### config.mk
export PLATFORM = sky130hd
export DESIGN_NAME = rej_sampler_q
export DESIGN_NICKNAME = d
export VERILOG_FILES = /design/src/rtl/rej_sampler_q.sv
export SDC_FILE = /design/constraint.sdc
export NUM_CORES = 1
export LEC_CHECK = 0
export BUFFER_PORTS_ARGS = -buffer_cell sky130_fd_sc_hd__buf_2
export CAP_MARGIN = 40
export CORE_MARGIN = 1
export CORE_UTILIZATION = 40
export DETAILED_ROUTE_END_ITERATION = 8
export GPL_ROUTABILITY_DRIVEN = 1
export PLACE_DENSITY_LB_ADDON = 0.08
export SYNTH_ARGS = -nofsm -noshare
export SYNTH_HDL_FRONTEND = slang
export SYNTH_SLANG_ARGS = --single-unit
### constraint.sdc
create_clock -name clk -period 1.9 [get_ports clk]
set_input_delay 0.19 -clock clk [delete_from_list [all_inputs] [get_ports clk]]
set_output_delay 0.19 -clock clk [all_outputs]
set_load 0.02 [all_outputs]
### src/rtl/rej_sampler_q.sv
module rej_sampler_q #(
  parameter int Q      = 3329,
  parameter int NCOEF  = 256,
  parameter int CW     = 12
) (
  input  logic          clk,
  input  logic          rst_n,
  input  logic          start_i,
  output logic          busy_o,
  output logic          idle_o,
  input  logic [7:0]    byte_i,
  input  logic          byte_valid_i,
  output logic          byte_ready_o,
  output logic [CW-1:0] coef_o,
  output logic          coef_valid_o,
  output logic          coef_last_o
);

  localparam int NW = $clog2(NCOEF + 1);

  typedef enum logic [1:0] {S_IDLE, S_LOAD, S_PH1, S_PH2} state_t;

  state_t        state;
  logic [1:0]    bidx;
  logic [23:0]   grp;
  logic [NW-1:0] cnt;

  wire [CW-1:0] d1 = {grp[11:8], grp[7:0]};
  wire [CW-1:0] d2 = {grp[23:16], grp[15:12]};
  wire need_more   = cnt < NW'(NCOEF);
  wire d1_ok       = d1 < CW'(Q);
  wire d2_ok       = d2 < CW'(Q);
  wire emit1       = (state == S_PH1) && d1_ok && need_more;
  wire emit2       = (state == S_PH2) && d2_ok && need_more;
  wire at_final    = cnt == NW'(NCOEF - 1);

  assign idle_o       = state == S_IDLE;
  assign busy_o       = !idle_o;
  assign byte_ready_o = state == S_LOAD;
  assign coef_valid_o = emit1 || emit2;
  assign coef_o       = (state == S_PH1) ? d1 : d2;
  assign coef_last_o  = coef_valid_o && at_final;

  always_ff @(posedge clk) begin
    if (!rst_n) begin
      state <= S_IDLE;
      bidx  <= '0;
      grp   <= '0;
      cnt   <= '0;
    end else begin
      case (state)
        S_IDLE: if (start_i) begin
          cnt   <= '0;
          bidx  <= '0;
          state <= S_LOAD;
        end
        S_LOAD: if (byte_valid_i) begin
          case (bidx)
            2'd0:    grp[7:0]   <= byte_i;
            2'd1:    grp[15:8]  <= byte_i;
            default: grp[23:16] <= byte_i;
          endcase
          if (bidx == 2'd2) begin
            bidx  <= '0;
            state <= S_PH1;
          end else begin
            bidx <= bidx + 2'd1;
          end
        end
        S_PH1: begin
          if (emit1) cnt <= cnt + 1'b1;
          state <= (emit1 && at_final) ? S_IDLE : S_PH2;
        end
        S_PH2: begin
          if (emit2) cnt <= cnt + 1'b1;
          state <= (emit2 && at_final) ? S_IDLE : S_LOAD;
        end
        default: state <= S_IDLE;
      endcase
    end
  end

  assert_range_R5: assert property (@(posedge clk) disable iff (!rst_n)
    coef_valid_o |-> coef_o < CW'(Q));

  assert_last_needs_valid_R6: assert property (@(posedge clk) disable iff (!rst_n)
    coef_last_o |-> coef_valid_o);

  assert_count_bound_R6: assert property (@(posedge clk) disable iff (!rst_n)
    cnt <= NW'(NCOEF));

  assert_quiet_after_last_R7: assert property (@(posedge clk) disable iff (!rst_n)
    coef_last_o |=> !coef_valid_o);

  assert_idle_after_last_R8: assert property (@(posedge clk) disable iff (!rst_n)
    coef_last_o |=> (idle_o && !byte_ready_o));

  assert_ph2_follows_R3: assert property (@(posedge clk) disable iff (!rst_n)
    (state == S_PH1 && !coef_last_o) |=> state == S_PH2);

  assert_start_ignored_R9: assert property (@(posedge clk) disable iff (!rst_n)
    (busy_o && start_i && !coef_valid_o) |=> cnt == $past(cnt));

  assert_stall_holds_R10: assert property (@(posedge clk) disable iff (!rst_n)
    (byte_ready_o && !byte_valid_i) |=> (byte_ready_o && $stable(bidx)));

endmodule

# After elaboration in Yosys (flattened, before gate mapping)
# Cells that the tools add are included.
[op_classes]
reduce_logical = 20
n_addsub = 2
magnitude_cmp = 3
bitwise = 1
eq_ne = 11
muxes = 15
[op_table]
columns = ["operator", "count"]
rows = [
  ["$mux 9", 3],
  ["$pmux 9 s3", 1],
  ["$lt 12x12->1 const B", 2],
  ["$reduce_and 3->1", 5],
  ["$mux 2", 7],
  ["$mux 12", 1],
  ["$add 9x1->9 const B", 1],
  ["$eq 9x8->1 const B", 1],
  ["$lt 9x9->1 const B", 1],
  ["$ne 2x2->1 const B", 4],
  ["$pmux 2 s4", 1],
  ["$logic_and 1x1->1", 7],
  ["$eq 2x2->1 const B", 3],
  ["$eq 2x1->1 const B", 2],
  ["$logic_not 2->1", 2],
  ["$pmux 2 s2", 1],
  ["$reduce_and 4->1", 1],
  ["$reduce_bool 3->1", 1],
  ["$add 2x1->2 const B", 1],
  ["$ne 2x1->1 const B", 1],
  ["$reduce_bool 2->1", 1],
  ["$reduce_or 2->1", 1],
  ["$logic_not 1->1", 1],
  ["$logic_or 1x1->1", 1],
  ["other kinds (2)", 2],
]
[word_totals]
out_inout_bits = 17
register_bits = 37
word_cells = 58
in_bits = 12

# Logic depth before layout (Yosys ltp)
# Gate-level depths: netlist of run 1.
[logic_depth]
depth_word = 6
ltp_mapped = 7
depth_no_buf = 7

# Least setup slack after synthesis of run 1
# No wires, ideal clock.
[synth_path]
path_type = "flip-flop to flip-flop"
start = "reg state[1]"
end = "reg cnt[4]"
required_ns = 1.841
path_buffers = 1
setup_time_ns = 0.059
arrival_ns = 1.513
stages_incl_launch_ff = 8
path_slack_ns = 0.328
period_less_slack_ns = 1.572
cell_sequence = "dfxtp_1 -> buf_4 -> or2_1 -> inv_2 -> a21boi_1 -> nand2_1 -> a31oi_1 -> a41o_1"
[synth_between]
word_cells_on_any_way = 13
cone_classes = "5 x eq/ne; 1 x mux; 7 x reduce/logical"
[synth_rtl]
columns = ["item", "line", "rtl"]
rows = [
  ["from (decl)", "23", "state_t state;"],
  ["from (signal assigned)", "72", "state <= (emit1 && at_final) ? S_IDLE : S_PH2;"],
  ["from (signal assigned)", "76", "state <= (emit2 && at_final) ? S_IDLE : S_LOAD;"],
  ["$logic_not 2->1 (*)", "--", ""],
  ["named net idle_o", "10", "output logic idle_o,"],
  ["$ne 2x2->1 (no source line) / $reduce_bool 3->1 (equally long branches)", "--", ""],
  ["$reduce_and 4->1 (no source line)", "--", ""],
  ["to (signal assigned)", "71", "if (emit1) cnt <= cnt + 1'b1;"],
  ["to (signal assigned)", "75", "if (emit2) cnt <= cnt + 1'b1;"],
  ["to (decl)", "26", "logic [NW-1:0] cnt;"],
]
# The timed path passes the listed nets; every way through them passes the cells marked *.
# A chain may end at the register's enable or synchronous reset.

# Worst setup path after layout of run 1
[layout_path]
start = "reg cnt[0]"
end = "out coef_last_o"
[layout_between]
elab_chain_cells = 4
word_cells_on_any_way = 6
cone_classes = "1 x order compare; 1 x eq/ne; 4 x reduce/logical"
[layout_rtl]
columns = ["item", "line", "rtl"]
rows = [
  ["$lt 9x9->1", "30", "wire need_more = cnt < NW'(NCOEF);"],
  ["$logic_and 1x1->1, on equally long branches", "33, 34", ""],
  ["$logic_or 1x1->1", "40", "assign coef_valid_o = emit1 || emit2;"],
  ["$logic_and 1x1->1 (*)", "42", "assign coef_last_o = coef_valid_o && at_final;"],
  ["to (decl)", "16", "output logic coef_last_o"],
]
# Mark *: on every way between the ends. The rest lies on a longest branch, timed or not.

==> results.ini, run 1 <==
[floorplanning]
core_area_um2=4470
initial_core_util=0.425
num_rows=24
ioPinCount=29
die_area_um2=5030
fp.dieW_um=70.9
fp.dieH_um=70.9

[clock_network]
clkLatencyLatePin_ns=0.29
cts_sinks=37
cts_tree=yes
cts_made_buffers=5
h-tree-depth=2
root_buffer=clkbuf_8
clk_pin_slew_worst_paths_ns=0.07
clock_path_buffers=2

[setup_path]
path_delay_family=simple AND/OR/NAND/NOR gates
path_buf_inv=1
cp_slowest_stage_delay_ns=0.37
startpoint_type=flip-flop
cpMaxStageDelayCell=dfxtp_4
required_ns=1.71
path_class=reg2out
endpoint_kind=output pin
crit_path_start=cnt[0]
timing.rr.start=grp[5]
cp_cell_sequence=ha_4 > nand2_1 > nor2_2 > and3_1 > ha_2 > nand2_1 > nor2_1 > buf_4
cpMostUsedCell=nand2_1
cp.arrival_ns=1.62
worstPathMaxFanout=4

[pwr]
power.internal_mw=1.20
switching_share=0.274
clkPwrFrac=0.342
p_leak_nw=1.02
power.density_nw_per_um2=719
pwr-share-comb=0.161
ir_drop_v=0.000417
p_switching_mw=0.455
p_seq_frac=0.497
p_total_mw=1.66

[cells_and_area]
diodes=0
drive_gt1_frac=0.316
fin_nets=264
areaGrowthSynthToFinish_pct=21.5
fin_util=0.516

[logic_synthesis]
yosysWarnings=0
synth-simple-area-share=0.246
synthArstFlopShare=0
syn_avg_cell_area_um2=8.88
ys_ff_latch=37
synth-edff-count=0
synthCells=214
synthAdderAreaFrac=0.0132
yosys-mux-area-fraction=0.187
mappedNetlistNets=228
syn-cell-area_um2=1900
synth_flop_cell=dfxtp_1
yosysSeqAreaShare=0.390
ys_types=37
synth_top_family_by_area=simple AND/OR/NAND/NOR gates
synth-compound-area-share=0.121
synthXorXnorAreaFrac=0

[status]
status=completed

[sta]
tightest_slew_ns=0.374
maxSlewHeadroom=0.748
hold_slack_ns=0.175
clock.fmax_mhz=553
timing.final.crit_share=0.952
skew_ns=0.00582
slew_violations=0
setup_violations=0
hold_viol_final=0
period_needed_ns=1.81
grt_setup_unrepaired=yes

[routing]
route.final.wire_length_um=4470
route.antenna.remaining_nets=0
vias=1587
drt_first_pass_iters=6
drc_errors=0
post_drt_wl_per_cell_um=14.8
vias_per_cell=5.25
first_iter_violations=84

[placed_design]
port_buffers=28
place_congestion=0.746
dp_hpwl_um=3140

[min_path]
worstHoldStart=byte_i[7]
worstHoldPathType=in2reg

[global_route]
grt_pass1_wl_um=7540
grtUsageTotal=0.193
grt_max_degree=35
antenna_found_initial=0
first_global_vias=1527
grt-ovfl-total=0

[job]
cap_violations=0

-- routing by layer --
| layer | GRT usage | wire length [um] | vias to the layer above |
|---|---|---|---|
| li1 | - | - | 821 |
| met1 | 0.255 | 2170 | 733 |
| met2 | 0.313 | 2090 | 28 |
| met3 | 0.0484 | 172 | 5 |
| met4 | 0.0533 | 47 | 0 |
| met5 | 0 | 0 | - |
-- power by group through the flow --
| stage | clock network, mW | logic, mW | registers, mW |
|---|---|---|---|
| floorplan | 0 | 0.181 | 0.833 |
| global placement | 0 | 0.255 | 0.841 |
| detailed placement | 0 | 0.255 | 0.840 |
| CTS | 0.582 | 0.258 | 0.823 |
| global route | 0.618 | 0.294 | 0.830 |
| finish | 0.567 | 0.267 | 0.825 |
-- kinds of logic (layout without fill, tap and decap cells) --
logic type | after synthesis | after routing
adders and majority gates | 2 | 2
AOI/OAI and AO/OA | 31 | 31
and+or+nand+nor | 93 | 93
DFF | 37 | 37
buffers and inverters | 17 | 53
muxes | 34 | 34
-- Yosys cell counts, types with 5 or more instances --
library cell	count	area share
nand3_1	7	0.018
nand2_1	37	0.073
a21oi_1	6	0.016
mux2_2	12	0.071
nor2_1	8	0.016
mux2i_1	22	0.12
dfxtp_1	37	0.39
nor2b_1	19	0.063
buf_2	5	0.013
a21boi_0	9	0.036
-- registers in the layout (all words and copies together), names as in the netlist --
name	flops
state	2
cnt	9
grp	24
bidx	2
-- tightest hold or removal path, delay by kind of cell --
kind                   cells  cell delay [ns]
and+or+nand+nor            1             0.05
AOI/OAI and AO/OA          1             0.06
buffers and inverters      1             0.12
-- through the flow --
stage	setup WS [ns]	instances	cell area [um^2]	setup TNS, ns
global placement	0.197	293	2130	0
global route	-0.0154	302	2310	-0.0154
detailed placement	0.201	293	2130	0
CTS	-0.0411	300	2230	-0.0774
finish	0.0906	302	2310	0
floorplan	0.328	214	1900	0
-- final timing paths --
path         cells after the start     endpoint  slack [ns]
max reg2reg                      6       cnt[3]        0.28
min reg2reg                      2       cnt[5]        0.48
max                              8  coef_last_o        0.09
min                              3      grp[23]        0.18
-- cells in the final DEF (no fill, tap or decap), types with 2 or more instances in the layout --
cell      synthesis  routed
nor2b_1          19      19
nand3_1           7       7
a21boi_0          9       9
inv_1             4       4
buf_2             5      26
and3_1            4       4
a41o_1            3       3
nand3b_1          2       2
a31oi_1           4       4
nor3_2            1       2
nand2_1          37      37
a21oi_1           6       5
nor4_2            0       3
buf_4             3      15
o21ai_0           2       2
clkbuf_8          0       6
dfxtp_1          37      34
nand2b_1          3       2
nor2_1            8       7
mux2i_1          22      22
dfxtp_2           0       2
mux2_2           12      12
-- timing repair --
action	4_1_cts	5_1_grt
setup buffers	0	2
resized for setup	5	14
hold buffers	0	0
setup endpoints to repair	13	13
pin swaps	0	4
-- layout make-up --
cell class	count	area, um^2
multi-input cells	160	1150
well taps	52	65.1
inverters	5	18.8
clock buffers	7	86.3
repair buffers	41	243
flip-flops and latches	37	747
fillers	424	2170
Note: power is estimated with default switching activity, not from simulation.
==> inputs of run 2 (changes only) <==
--- a/config.mk
+++ b/config.mk
@@ -5,7 +5,7 @@
 export SDC_FILE = /design/constraint.sdc
 export NUM_CORES = 1
 export LEC_CHECK = 0
-export BUFFER_PORTS_ARGS = -buffer_cell sky130_fd_sc_hd__buf_2
+export BUFFER_PORTS_ARGS = -buffer_cell sky130_fd_sc_hd__buf_4
 export CAP_MARGIN = 40
 export CORE_MARGIN = 1
 export CORE_UTILIZATION = 40
==> run 2 against run 1 <==
Against the previous run:
- sequential share of layout area shrank 1.5 points
- critical path depth shrank 2
- first-iteration DRC count shrank 45%
- setup slack lost 0.036 ns
- flip-flop and latch count is the same
- critical path type unchanged
==> results.ini, run 2 (synthesis gave the netlist of run 1 again) <==
[status]
status=completed

[floorplanning]
die_area_um2=5030
fp.dieW_um=70.9
initial_core_util=0.425
core_area_um2=4470
num_rows=24
fp.dieH_um=70.9
ioPinCount=29

[clock_network]
h-tree-depth=2
clkLatencyLatePin_ns=0.29
cts_sinks=37
cts_made_buffers=5
clock_path_buffers=2
root_buffer=clkbuf_8
cts_tree=yes
cts-hold-fix-buffers=0
clk_pin_slew_worst_paths_ns=0.09

[placed_design]
place_ws_ns=0.196
dp_hpwl_um=3100
port_buffers=28
place_congestion=0.785

[setup_path]
path_class=reg2out
rr_worst_depth=7
required_ns=1.71
worstPathMaxFanout=3
endpoint_kind=output pin
cp.arrival_ns=1.66
startpoint_type=flip-flop

[sta]
clock.fmax_mhz=542
grt_setup_unrepaired=yes
setup_violations=0
hold_viol_final=0
slew_violations=0
timing.final.crit_share=0.971
tightest_slew_ns=0.541
skew_ns=0.0134
fin_setup_tns_ns=0
period_needed_ns=1.85
maxSlewHeadroom=0.637
worst_slack_ns=0.0543

[cells_and_area]
top_regs=grp: 24 flops, cnt: 9 flops
largest_register_ffs=24
regMostFlops=grp
fin_nets=266
final_cell_mix=41 x buf_4, 35 x nand2_1, 34 x dfxtp_1, 22 x mux2i_1, 19 x nor2b_1
drive_gt1_frac=0.340
final_common_cell=buf_4
areaGrowthSynthToFinish_pct=27.2
diodes=0

[pwr]
ir_drop_v=0.000412
p_seq_frac=0.493
p_switching_mw=0.472
clkPwrFrac=0.333
switching_share=0.283
power.density_nw_per_um2=690
p_leak_nw=1.06
power.internal_mw=1.20
pwr-share-comb=0.174
p_total_mw=1.67

[job]
cap_violations=0

[routing]
vias_per_cell=5.27
route.antenna.remaining_nets=0
drt_first_pass_iters=6
first_iter_violations=46
post_drt_wl_per_cell_um=14.3
drc_errors=0
vias=1606
route.final.wire_length_um=4360

[min_path]
worstHoldPathType=in2reg
whs_path_depth=3

[global_route]
grt_pass1_wl_um=7230
grt-ovfl-total=0
grtUsageTotal=0.183
antenna_found_initial=0
grt_max_degree=35
first_global_vias=1528

run 2: changes by cell type in the layout (fill, tap and decap cells not counted), moves of 2 or more:
cell	before	now
buf_2	26	0
buf_6	0	2
buf_4	15	41
nand2_1	37	35
run 2: per-layer routing:
metal  vias to the layer above  wire length [um]  track usage
li1                        821                 -            -
met2                        23              2060        0.303
met4                         0                34       0.0467
met1                       758              2140        0.243
met3                         4               120       0.0385
met5                         -                 0            0
run 2: area by class of cell:
| class | count | area [um^2] |
|---|---|---|
| clock inverter | 3 | 21.3 |
| fill | 435 | 2060 |
| timing repair buffer | 43 | 330 |
| sequential | 37 | 747 |
| inverter | 5 | 18.8 |
| clock buffer | 5 | 68.8 |
| tap | 52 | 65.1 |
| multi-input combinational | 160 | 1170 |
run 2: timing repair:
action / in CTS / in global routing
pin swaps: 2 / 8
cloned: 0 / 0
setup buffers: 0 / 6
gates resized for setup: 5 / 19
endpoints found under the setup margin: 12 / 13
run 2: worst max-delay path, stage by stage (launching register included):
cell     delay (ns)
dfxtp_1        0.33
nor4_1         0.30
nand2_1        0.15
a41oi_2        0.24
a21oi_2        0.10
nor2b_1        0.11
buf_4          0.14
run 2: final timing paths:
path / start / endpoint / slack, ns
min: byte_i[0] / grp[8] / 0.17
max reg2reg: grp[5] / cnt[3] / 0.10
max: grp[5] / coef_valid_o / 0.05
min reg2reg: grp[20] / grp[20] / 0.48
run 2: metrics by stage:
stage / hold slack [ns] / instances / util / instance area, um^2
floorplan: 0.335 / 214 / - / 1900
global placement: 0.465 / 291 / 0.487 / 2180
detailed placement: 0.470 / 291 / 0.487 / 2180
CTS: 0.165 / 299 / 0.511 / 2290
global route: 0.171 / 305 / 0.540 / 2420
finish: 0.167 / 305 / 0.540 / 2420
run 2: power groups by stage:
stage,logic (mW),clock network (mW),registers (mW)
finish,0.291,0.555,0.823
global route,0.319,0.610,0.827
CTS,0.273,0.575,0.822
detailed placement,0.269,0,0.840
global placement,0.270,0,0.841
floorplan,0.181,0,0.833
